## src/rtl/rxf_pkg.sv

```systemverilog
package rxf_pkg;
  localparam int unsigned RXF_DATA_W = 8;
  localparam int unsigned RXF_TAG_W  = 3;

  typedef struct packed {
    logic [RXF_TAG_W-1:0]  tags;
    logic [RXF_DATA_W-1:0] data;
  } rx_entry_t;

  // Fill threshold chosen by the 2-bit select, scaled to the store depth.
  function automatic int unsigned trig_level(input logic [1:0] sel, input int unsigned depth);
    case (sel)
      2'b00:   return 1;
      2'b01:   return depth / 8;
      2'b10:   return depth / 4;
      default: return depth - 8;
    endcase
  endfunction

  // Idle limit in baud ticks: four words plus twelve bits.
  function automatic int unsigned idle_limit(input logic [1:0] wl, input int unsigned ticks);
    int unsigned bits;
    bits = 4 * (int'(wl) + 5) + 12;
    return bits * ticks;
  endfunction
endpackage

```

## src/rtl/rxf_store.sv

```systemverilog
module rxf_store
  import rxf_pkg::*;
#(
  parameter int unsigned DEPTH = 64,
  localparam int unsigned PTR_W = $clog2(DEPTH),
  localparam int unsigned CNT_W = $clog2(DEPTH + 1)
) (
  input  logic                  clk,
  input  logic                  rst_n,
  input  logic                  fifo_mode,
  input  logic                  wr_valid,
  input  rx_entry_t             wr_entry,
  input  logic                  pop,
  input  logic                  ovr_clr,
  output logic [RXF_DATA_W-1:0] head_data,
  output logic [RXF_TAG_W-1:0]  head_err,
  output logic                  empty,
  output logic [CNT_W-1:0]      count,
  output logic                  overrun,
  output logic                  wr_accept,
  output logic                  pop_accept,
  output logic                  flush,
  output logic                  mode_q
);
  rx_entry_t               mem [DEPTH];
  logic [PTR_W-1:0]        wr_ptr, rd_ptr;
  logic [RXF_DATA_W-1:0]   last_q;
  logic [CNT_W-1:0]        cap;
  logic                    full;

  function automatic logic [PTR_W-1:0] bump(input logic [PTR_W-1:0] p);
    return (p == PTR_W'(DEPTH - 1)) ? '0 : p + 1'b1;
  endfunction

  assign flush      = (fifo_mode != mode_q);
  assign cap        = mode_q ? CNT_W'(DEPTH) : CNT_W'(1);
  assign full       = (count >= cap);
  assign empty      = (count == '0);
  assign wr_accept  = wr_valid && !full && !flush;
  assign pop_accept = pop && !empty && !flush;

  assign head_data  = empty ? last_q : mem[rd_ptr].data;
  assign head_err   = empty ? '0 : mem[rd_ptr].tags;

  always_ff @(posedge clk) begin
    if (wr_accept) mem[wr_ptr] <= wr_entry;
  end

  always_ff @(posedge clk or negedge rst_n) begin
    if (!rst_n) begin
      mode_q <= 1'b0;
      wr_ptr <= '0;
      rd_ptr <= '0;
      count  <= '0;
      last_q <= '0;
    end else if (flush) begin
      mode_q <= fifo_mode;
      wr_ptr <= '0;
      rd_ptr <= '0;
      count  <= '0;
    end else begin
      if (wr_accept) wr_ptr <= bump(wr_ptr);
      if (pop_accept) begin
        rd_ptr <= bump(rd_ptr);
        last_q <= mem[rd_ptr].data;
      end
      case ({wr_accept, pop_accept})
        2'b10:   count <= count + 1'b1;
        2'b01:   count <= count - 1'b1;
        default: count <= count;
      endcase
    end
  end

  always_ff @(posedge clk or negedge rst_n) begin
    if (!rst_n)                             overrun <= 1'b0;
    else if (wr_valid && full && !flush)    overrun <= 1'b1;
    else if (ovr_clr)                       overrun <= 1'b0;
  end

  assert_no_overflow_R3: assert property (@(posedge clk) disable iff (!rst_n)
    count <= CNT_W'(DEPTH));
  assert_overrun_sets_R3: assert property (@(posedge clk) disable iff (!rst_n)
    (wr_valid && full && !flush) |=> overrun);
  assert_single_entry_R4: assert property (@(posedge clk) disable iff (!rst_n)
    !mode_q |-> count <= CNT_W'(1));
  assert_pop_shrinks_R2: assert property (@(posedge clk) disable iff (!rst_n)
    (pop_accept && !wr_accept) |=> count == $past(count) - 1'b1);
  assert_empty_pop_holds_R9: assert property (@(posedge clk) disable iff (!rst_n)
    (pop && empty && !wr_valid && !flush) |=> $stable(head_data));
endmodule

```

## src/rtl/rxf_timeout.sv

```systemverilog
module rxf_timeout
  import rxf_pkg::*;
#(
  parameter int unsigned TICKS_PER_BIT = 16,
  localparam int unsigned TO_W = $clog2(44 * TICKS_PER_BIT + 1)
) (
  input  logic       clk,
  input  logic       rst_n,
  input  logic       baud_tick,
  input  logic [1:0] word_len,
  input  logic       active,
  input  logic       restart,
  output logic       to_flag
);
  logic [TO_W-1:0] cnt;
  logic [TO_W-1:0] limit;

  assign limit = TO_W'(idle_limit(word_len, TICKS_PER_BIT));

  always_ff @(posedge clk or negedge rst_n) begin
    if (!rst_n) begin
      cnt     <= '0;
      to_flag <= 1'b0;
    end else if (restart || !active) begin
      cnt     <= '0;
      to_flag <= 1'b0;
    end else if (baud_tick && !to_flag) begin
      if (cnt == limit - 1'b1) begin
        cnt     <= '0;
        to_flag <= 1'b1;
      end else begin
        cnt <= cnt + 1'b1;
      end
    end
  end

  assert_timeout_needs_data_R7: assert property (@(posedge clk) disable iff (!rst_n)
    to_flag |-> active);
  assert_timeout_on_tick_R7: assert property (@(posedge clk) disable iff (!rst_n)
    $rose(to_flag) |-> $past(baud_tick));
  assert_restart_clears_R8: assert property (@(posedge clk) disable iff (!rst_n)
    restart |=> !to_flag);
endmodule

```

## src/rtl/rxf_irq.sv

```systemverilog
module rxf_irq
  import rxf_pkg::*;
#(
  parameter int unsigned DEPTH = 64,
  localparam int unsigned CNT_W = $clog2(DEPTH + 1)
) (
  input  logic             clk,
  input  logic             rst_n,
  input  logic [CNT_W-1:0] count,
  input  logic             mode_q,
  input  logic [1:0]       trig_sel,
  input  logic             irq_en,
  input  logic             to_flag,
  output logic             data_irq,
  output logic             timeout_irq
);
  logic [CNT_W-1:0] level;

  assign level       = mode_q ? CNT_W'(trig_level(trig_sel, DEPTH)) : CNT_W'(1);
  assign data_irq    = irq_en && (count >= level);
  assign timeout_irq = irq_en && to_flag;

  assert_irq_needs_data_R6: assert property (@(posedge clk) disable iff (!rst_n)
    data_irq |-> count != '0);
  assert_irq_gated_R6: assert property (@(posedge clk) disable iff (!rst_n)
    (data_irq || timeout_irq) |-> irq_en);
endmodule

```

## src/rtl/rx_holding_fifo.sv

```systemverilog
module rx_holding_fifo
  import rxf_pkg::*;
#(
  parameter int unsigned DEPTH         = 64,
  parameter int unsigned TICKS_PER_BIT = 16,
  localparam int unsigned CNT_W = $clog2(DEPTH + 1)
) (
  input  logic       clk,
  input  logic       rst_n,
  input  logic       wr_valid,
  input  logic [7:0] wr_data,
  input  logic [2:0] wr_err,
  input  logic       fifo_mode,
  input  logic [1:0] trig_sel,
  input  logic [1:0] word_len,
  input  logic       baud_tick,
  input  logic       irq_en,
  input  logic       host_pop,
  input  logic       ovr_clr,
  output logic [7:0] head_data,
  output logic [2:0] head_err,
  output logic       data_ready,
  output logic       overrun,
  output logic       data_irq,
  output logic       timeout_irq
);
  rx_entry_t        wr_entry;
  logic [CNT_W-1:0] count;
  logic             empty, wr_accept, pop_accept, flush, mode_q, to_flag;

  assign wr_entry   = '{tags: wr_err, data: wr_data};
  assign data_ready = !empty;

  rxf_store #(.DEPTH(DEPTH)) u_store (
    .clk, .rst_n, .fifo_mode, .wr_valid, .wr_entry,
    .pop(host_pop), .ovr_clr, .head_data, .head_err, .empty, .count,
    .overrun, .wr_accept, .pop_accept, .flush, .mode_q
  );

  rxf_timeout #(.TICKS_PER_BIT(TICKS_PER_BIT)) u_timeout (
    .clk, .rst_n, .baud_tick, .word_len, .active(!empty),
    .restart(wr_accept || pop_accept || flush), .to_flag
  );

  rxf_irq #(.DEPTH(DEPTH)) u_irq (
    .clk, .rst_n, .count, .mode_q, .trig_sel, .irq_en, .to_flag,
    .data_irq, .timeout_irq
  );

  assert_ready_tracks_R5: assert property (@(posedge clk) disable iff (!rst_n)
    (wr_accept && !pop_accept) |=> data_ready);
endmodule

```

## config.mk

```make
export PLATFORM = sky130hd
export DESIGN_NAME = rx_holding_fifo
export DESIGN_NICKNAME = d
export VERILOG_FILES = /design/src/rtl/rxf_pkg.sv /design/src/rtl/rxf_store.sv /design/src/rtl/rxf_timeout.sv /design/src/rtl/rxf_irq.sv /design/src/rtl/rx_holding_fifo.sv
export SDC_FILE = /design/constraint.sdc
export NUM_CORES = 1
export LEC_CHECK = 0
export CAP_MARGIN = 0
export CORE_MARGIN = 1
export CORE_UTILIZATION = 44
export CTS_BUF_LIST = sky130_fd_sc_hd__clkbuf_8
export DETAILED_ROUTE_END_ITERATION = 16
export DONT_BUFFER_PORTS = 1
export GPL_TIMING_DRIVEN = 0
export PLACE_DENSITY = 0.58
export SETUP_SLACK_MARGIN = 0.3
export SYNTH_ARGS = -nofsm -noshare
export SYNTH_HDL_FRONTEND = slang
export SYNTH_HIERARCHICAL = 1
export SYNTH_SLANG_ARGS = --single-unit
```

## constraint.sdc

```tcl
create_clock -name clk -period 3.2 [get_ports clk]
set_input_delay 0.16 -clock clk [delete_from_list [all_inputs] [get_ports clk]]
set_output_delay 0.16 -clock clk [all_outputs]
set_load 0.02 [all_outputs]
```

After elaboration in Yosys (flattened, before gate mapping)
Memory sizes are Yosys's and may differ from the RTL's. Cells that the tools add are included.

Bits in registers: 40. RAM bits: 704. Input port bits: 23. Memories kept: 1.

$add $sub $neg: 8. Order comparisons: 2. Equality and inequality tests: 8. Muxes and demuxes: 23. Bitwise operators: 1. Reductions and logical operators: 26.

Memory list: u_store.mem (depth 64, width 11, read ports 1, clocked after memory_dff 0, write ports 1, RTL line rxf_store.sv:25) `rx_entry_t mem [DEPTH];`.

Operators with widths (count): $mux W6 (7); $mux W10 (3); $pmux W6 S3 (1); $ge A7 B7 Y1 (2); $mux W7 (2); $pmux W7 S2 (1); $add A6 B1 Y6 const B (2); $eq A6 B6 Y1 const B (2); $add A10 B1 Y10 const B (1); $eq A10 B10 Y1 (1); $reduce_bool A2 Y1 (5); $sub A10 B1 Y10 const B (1); $logic_and A1 B1 Y1 (9); $mux W8 (1); $add A7 B1 Y7 const B (1); $logic_not A7 Y1 (1); $mux W1 (7); $sub A7 B1 Y7 const B (1); $add A6 B5 Y6 const B (1); $add A2 B3 Y4 const B (1); $eq A2 B1 Y1 const B (2); $eq A2 B2 Y1 const B (2); $logic_not A1 Y1 (4); $reduce_and A2 Y1 (2); 6 further kinds (8).

Logic depth before layout (Yosys ltp)
Gate-level depths: netlist of run 1.

Word-level depth: 10. Depth in mapped cells: 14.

Hierarchy
The synthesis of run 1 kept the hierarchy.

Modules (own cells, without submodules): rxf_store (times used 1, cells each 1535, area each 29301.9 sq um, sequential area each 21866.0 sq um); rxf_timeout (times used 1, cells each 67, area each 634.4 sq um, sequential area each 275.3 sq um); rxf_irq (times used 1, cells each 15, area each 120.1 sq um, sequential area each 0.0 sq um); rx_holding_fifo (times used 1, cells each 2, area each 10.0 sq um, sequential area each 0.0 sq um).

Least setup slack after synthesis of run 1
Ideal clock, no wire load.

Path type: reg2reg. From: register u_store.count[0]. To: memory u_store/mem[57][0] (netlist bit) (enable). Arrival time: 2.569 ns. Required time: 2.822 ns. Setup slack: 0.253 ns. Stages on the path, launching flop included: 10. Cells stage by stage: dfrtp_1 -> buf_2 -> inv_1 -> ha_1 -> nor3b_1 -> a31o_2 -> nand3_1 -> or3b_2 -> clkbuf_1 -> nor2_1.

Word-level cells in the longest chain between the ends: 6.

RTL lines: from (decl) (RTL line rxf_store.sv:18) `output logic [CNT_W-1:0] count,`; from (signal assigned) (RTL line rxf_store.sv:68) `2'b10: count <= count + 1'b1;`; from (signal assigned) (RTL line rxf_store.sv:69) `2'b01: count <= count - 1'b1;`; from (signal assigned) (RTL line rxf_store.sv:70) `default: count <= count;`; $ge A7 B7 Y1 (RTL line rxf_store.sv:37) `assign full = (count >= cap);`; $logic_not A1 Y1 (RTL line rxf_store.sv:39) `assign wr_accept = wr_valid && !full && !flush;`; $logic_and A1 B1 Y1 (2 in series) (RTL line rxf_store.sv:39); $mux W1 (RTL line rxf_store.sv:46) `if (wr_accept) mem[wr_ptr] <= wr_entry;`; $mux W1 (not written as such) (RTL line rxf_store.sv:46); to (decl) (RTL line rxf_store.sv:25).

No other way between the ends.

Final worst setup path of run 1
From: register u_store.rd_ptr[0]. To: output port head_err[2].

Word-level cells in the longest chain between the ends: 2.

RTL lines: from (decl) (RTL line rxf_store.sv:26) `logic [PTR_W-1:0] wr_ptr, rd_ptr;`; from (signal assigned) (RTL line rxf_store.sv:64) `rd_ptr <= bump(rd_ptr);`; $mem_v2 Z64 W11; $mux W3 (RTL line rxf_store.sv:43) `assign head_err = empty ? '0 : mem[rd_ptr].tags;`; to (decl) (RTL line rx_holding_fifo.sv:21) `output logic [2:0] head_err,`.

No other way between the ends.

==> flow_summary.toml, run 1 <==
[route]
wl_um = 84500
drcViolationCount = 0
dr.pass1.iters = 5
vias = 17200
via_per_inst = 6.00
drtIter0Drc = 2023
wire_per_inst_um = 29.6
detail-route-antenna-nets = 0

[placement]
portBuffers = 0
hpwl_um = 51300
globalplace.congestion = 0.919
dp_worst_setup_slack_ns = -1.11
placed_cell_area_sq_um = 31200

[sta]
hold_viol_final = 0
setup_slack_ns = -0.0837
slew_violations = 0
fmax_mhz = 305
finalCritPeriodShare_pct = 103
finalCriticalPeriod_ns = 3.28
worst_pin_slew_ns = 1.03
max_slew_margin_pct = 31.6
grt_setup_unrepaired = "yes"
fin_setup_tns_ns = -0.481
setup_viol_count_final = 11
skew_ns = 0.0351

[global_routing]
grt_pass1_vias = 17300
grt_max_degree = 65
grt_pass1_wl_um = 122000
antenna_found_initial = 5
track_usage_pct = 24.6
grt-ovfl-total = 0

[clocking]
clk_latency_ns = 0.74
cts.sinks = 744
cts.clk_slew.worst_paths_ns = 0.06
cts_root_buf = "clkbuf_8"
cts_tree = "built"
clockBufferDepth = 3
htree_levels = 3
cts_inserted_buffers = 116

[worst_setup_path]
r2r_cells = 12
max_stage_delay_ns = 0.57
cp_data_arrival_time_ns = 3.12
worst-endpoint-required_ns = 3.04
critPathKind = "register to output pin"
crit_path_cell_trace = "buf_12 -> clkbuf_16 -> mux4_2 -> mux4_2 -> o2111ai_4 -> a21oi_4"
slowest_stage = "mux4_2"
cpMostUsedCell = "mux4_2"
worstSetupEndpointType = "output pin"
worst-path-max-fanout = 7
startpoint_type = "register"

[floorplan]
die_w_um = 263
ios = 38
die_h_um = 263
fp.coreArea_sq_um = 67400
start_util_pct = 44.6
num_rows = 95
die_area_sq_um = 69400

[worst_hold_path]
min_path_cells = 6
hold_path_class = "input port to register"

[pwr]
p_per_area_nw_per_um2 = 692
cellLeakagePower_nw = 12.0
peakVddDrop_uv = 329

[cells_and_area]
final_area_sq_um = 37500
fill_cells = 5051
area_growth_pct = 24.7
multiInputGateArea_sq_um = 8790
regArea_sq_um = 22100
layout-drive-gt1-share_pct = 36.3
finalNetCount = 1932
fin_util_pct = 55.6

[yosys]
synth_area_leader_cell = "edfxtp_1"
avgSynthCellArea_sq_um = 18.6
netlist_instances = 1619
ys_ff_latch = 744
yosysSeqAreaShare_pct = 73.6
synth-edff-count = 704
synth_area_sq_um = 30100
synth.net_count = 1653
synth_top_cell_area_share_pct = 70.3
async_flop_share_pct = 5.38
synth.area.top_cells = "edfxtp_1 70%, mux4_2 8.8%, dfrtp_1 3.3%"
synth_cell_types = 69
yosysWarningCount = 6
synth_flop_cell = "edfxtp_1"

[job]
maxCapViolCount = 0

[status]
violations = "setup timing"
outcome = "complete, but fails checks"
-- per-stage QoR --
stage	cells	hold WS [ns]	total power, mW
after floorplan	1619	-0.136	15.0
after global routing	2860	0.139	26.8
after CTS	2822	0.0392	25.5
after detailed placement	2492	-0.135	16.8
after global placement	2492	-0.135	16.7
final	2860	0.117	26.0
-- flip-flops by register name (all words and copies together), names as in the netlist --
| register | cells |
|---|---|
| u_store/mem | 704 |
| u_timeout/cnt | 10 |
| u_store/last_q | 8 |
| u_store/count | 7 |
| u_store/rd_ptr | 6 |
| u_store/wr_ptr | 6 |
| u_store/mode_q | 1 |
| u_store/overrun | 1 |
| u_timeout/to_flag | 1 |
-- worst max-delay path, delay by kind of cell (launching register included) --
family	cells	cell delay [ns]
muxes	2	1.10
AOI/OAI and AO/OA	2	0.47
DFF	1	0.43
buffers and inverters	2	0.37
-- cell type report --
cell class	count	share of cell area (%)
Antenna cell	5	0.0334
Buffer	97	2.91
Clock buffer	121	4.44
Clock inverter	81	1.01
Inverter	14	0.143
Multi-Input combinational cell	762	23.4
Sequential cell	744	59.0
Tap cell	873	2.91
Timing Repair Buffer	163	6.06
-- cells by family (layout without fill, tap and decap cells) --
logic type / Yosys count / count (layout) / synth area share [%]
flops: 744 / 744 / 73.6
simple gates: 293 / 293 / 4.76
mux: 248 / 248 / 14.0
compound gates: 198 / 198 / 4.57
buf+inv: 113 / 476 / 2.23
xor+xnor: 12 / 12 / 0.350
fa+ha+maj: 11 / 11 / 0.458
other cells: 0 / 5 / 0
-- timing repair --
action / in CTS / in global routing
hold endpoints to repair: 780 / 0
cloned: 2 / 2
hold buffers: 35 / 0
endpoints found under the setup margin: 736 / 369
resized for setup: 380 / 81
pin swaps: 83 / 43
setup buffers: 93 / 31
-- final timing paths --
kind,from,end,slack (ns)
setup / recovery,u_store/rd_ptr[0]$_DFFE_PN0P_,head_err[2],-0.08
hold / removal,word_len[1],u_timeout/cnt[0]$_DFFE_PN0P_,0.12
setup reg to reg,u_store/count[0]$_DFFE_PN0P_,u_store/count[6]$_DFFE_PN0P_,0.34
hold reg to reg,u_store/last_q[1]$_DFFE_PN0P_,u_store/last_q[1]$_DFFE_PN0P_,0.48
max in group asynchronous,rst_n,u_store/rd_ptr[1]$_DFFE_PN0P_,2.37
min in group asynchronous,rst_n,u_store/overrun$_DFFE_PN0P_,0.61
-- synthesized netlist by cell type (11+ instances only) --
library cell	count
a21oi_1	22
a22oi_1	24
a31oi_1	15
buf_2	27
buf_6	21
clkbuf_1	29
dfrtp_1	40
edfxtp_1	704
ha_1	11
inv_1	12
mux2_2	32
mux2i_1	85
mux4_1	13
mux4_2	118
nand2_1	72
nand3_1	16
nor2_1	105
o21ai_0	18
o22ai_1	44
o31ai_1	30
or3_1	18
-- power breakdown --
part | leakage [nW] | internal, mW | total [mW] | switching, mW
Sequential | 6.86 | 10.8 | 10.9 | 0.127
Clock | 1.20 | 3.55 | 7.15 | 3.60
Combinational | 3.94 | 3.57 | 7.88 | 4.32
Total | 12.0 | 17.9 | 26.0 | 8.04
-- routing by layer --
metal	vias up	wire, um	global-route usage [%]
met3	159	7330	5.01
li1	7185	-	-
met5	-	0	0
met4	0	2750	8.80
met2	833	39800	38.5
met1	8974	34600	34.2
-- placed cells by master (no fill, tap or decap), drive strengths merged, types with 5 or more instances in the layout --
cell         instances
o22ai               44
o31ai               30
or3b                 5
mux2                32
nand2b              10
and2                10
clkinv              34
clkbuf             148
nand2               72
dfrtp               40
nor2b                6
nor3                 9
edfxtp             704
or4                 11
a211oi              10
or3                 19
nor2               105
ha                  11
inv                 58
a31oi               15
a2111oi              6
nand3               16
a22oi               24
diode                5
xnor2                8
a21oi               22
o21ai               20
mux4               131
a2bb2oi              5
buf                208
dlygate4sd3         22
mux2i               85
Note: power is estimated with default switching activity, not from simulation.
==> run 2: changes to the inputs <==
CORE_MARGIN = 2   (was 1)
==> flow_summary.toml, run 2 (synthesis results as in run 1) <==
[worst_setup_path]
cp_num_buf_inv = 3
crit_path_cell_trace = "buf_12 -> buf_16 -> buf_12 -> mux4_2 -> mux4_2 -> o2111ai_4 -> a21oi_4"
cp_data_arrival_time_ns = 3.20
max_stage_delay_ns = 0.56
r2r_setup_slack_ns = 0.21
critPathTopFamily = "multiplexers"
worst-path-max-fanout = 7
slowest_stage = "mux4_2"
critPathKind = "register to output pin"
worstSetupEndpointType = "output pin"
cp_num_cells = 7
startpoint_type = "register"
worst-endpoint-required_ns = 3.04
r2r-end = "u_store/mem[42][0]$_DFFE_PP_"
r2r_cells = 11
worstReg2RegStart = "u_store/count[0]$_DFFE_PN0P_"

[floorplan]
ios = 38
num_rows = 95
die_h_um = 265
start_util_pct = 44.6
die_area_sq_um = 70400
fp.coreArea_sq_um = 67400
die_w_um = 265

[sta]
finalCritPeriodShare_pct = 105
hold_slack_ns = 0.0508
fmax_mhz = 297
max_slew_margin_pct = 28.8
fin_setup_tns_ns = -1.02
skew_ns = 0.0298
setup_viol_count_final = 11
setup_slack_ns = -0.164
grt_setup_unrepaired = "yes"
worst_pin_slew_ns = 1.07
finalCriticalPeriod_ns = 3.36
slew_violations = 0
hold_viol_final = 0

[worst_hold_path]
min_path_cells = 6
hp-start = "word_len[1]"
hold_path_class = "input port to register"
holdPathEnd = "u_timeout/cnt[0]$_DFFE_PN0P_"

[route]
vias = 17200
drtIter0Drc = 2169
dr.pass1.iters = 6
wire_per_inst_um = 29.7
wl_um = 85600
via_per_inst = 5.97
detail-route-antenna-nets = 0
drcViolationCount = 0

[cells_and_area]
final_common_cell = "edfxtp_1"
final_area_sq_um = 37800
instances_no_fill = 2884
fill_cells = 5030
regMostFlops = "u_store/mem"
area_growth_pct = 25.8
fin_util_pct = 56.1
most-common-layout-cells = "704 x edfxtp_1, 124 x mux4_2, 120 x clkbuf_8, 86 x buf_4, 66 x nand2_1"
finalNetCount = 1952
reg_top3 = "u_store/mem x704, u_timeout/cnt x10, u_store/last_q x8"
largest_register_ffs = 704
layout-drive-gt1-share_pct = 37.3

[clocking]
cts.sinks = 744
htree_levels = 3
cts_inserted_buffers = 117
cts.clk_slew.worst_paths_ns = 0.06
clk_latency_ns = 0.73
cts_tree = "built"
cts_root_buf = "clkbuf_8"
clockBufferDepth = 3

[pwr]
peakVddDrop_uv = 305
cellLeakagePower_nw = 12.2
p_per_area_nw_per_um2 = 701

[placement]
portBuffers = 0
globalplace.congestion = 0.938
placed_cell_area_sq_um = 31200
post-place-cells = 2494
hpwl_um = 52000

[global_routing]
track_usage_pct = 24.2
antenna_found_initial = 2
grt_pass1_vias = 17400
grt_pass1_wl_um = 121000
grt_max_degree = 65
grt-ovfl-total = 0

[job]
maxCapViolCount = 0

[status]
violations = "setup timing"
outcome = "complete, but fails checks"
==> run 2: stage by stage <==
stage | power [mW] | setup slack, ns
after global placement | 16.8 | -1.13
after CTS | 25.9 | -0.159
final | 26.5 | -0.164
after global routing | 27.4 | -0.173
after floorplan | 15.0 | 0.253
after detailed placement | 16.9 | -1.10
==> run 2: worst reg2reg max path: stages (launching register included) <==
cell and delay, ns:
dfrtp_1 0.41, buf_6 0.15, inv_4 0.05, ha_4 0.19, nor3b_4 0.22, a31o_2 0.22
buf_6 0.11, nand3_4 0.12, or4b_4 0.58, buf_12 0.18, nor2_4 0.22, clkbuf_16 0.23
==> run 2: layer usage <==
| layer | track usage (%) | share of wire (%) |
|---|---|---|
| met5 | 0 | 0 |
| met4 | 8.93 | 3.1 |
| met3 | 5.55 | 9.9 |
| met2 | 37.6 | 47 |
| met1 | 33.8 | 40 |
==> run 2: layout make-up <==
type,count,area [sq um],area share [%]
Clock inverter,93,533,1.41
Antenna cell,1,2.50,0.00662
Clock buffer,118,1620,4.30
Buffer,97,1120,2.95
Timing Repair Buffer,181,2410,6.37
Inverter,14,58.8,0.156
Tap cell,873,1090,2.89
Multi-Input combinational cell,763,8830,23.4
Sequential cell,744,22100,58.6
==> run 2: how the worst max path moves through the flow <==
stage / from / end / slack [ns]
2_1_floorplan: u_store/count[0]$_DFFE_PN0P_ / u_store/mem[57][0]$_DFFE_PP_ / 0.25
3_3_place_gp: u_store/count[0]$_DFFE_PN0P_ / u_store/mem[61][4]$_DFFE_PP_ / -1.13
3_5_place_dp: u_store/count[0]$_DFFE_PN0P_ / u_store/mem[41][0]$_DFFE_PP_ / -1.10
4_1_cts: u_store/rd_ptr[0]$_DFFE_PN0P_ / head_data[0] / -0.16
5_1_grt: u_store/rd_ptr[0]$_DFFE_PN0P_ / head_data[5] / -0.17
6_report: u_store/rd_ptr[0]$_DFFE_PN0P_ / head_err[2] / -0.16
==> run 2: what timing repair did <==
action / 4_1_cts / 5_1_grt
resized for setup: 405 / 71
pin swaps: 81 / 45
hold buffers: 34 / 0
hold endpoints to repair: 778 / 0
buffers inserted: 103 / 37
gates cloned: 0 / 6
endpoints found under the setup margin: 735 / 342
==> run 2: power breakdown <==
group	internal, mW	total, mW	switching, mW
sequential	10.8	10.9	0.118
clock	3.83	7.51	3.69
combinational	3.64	8.07	4.44
total	18.3	26.5	8.24
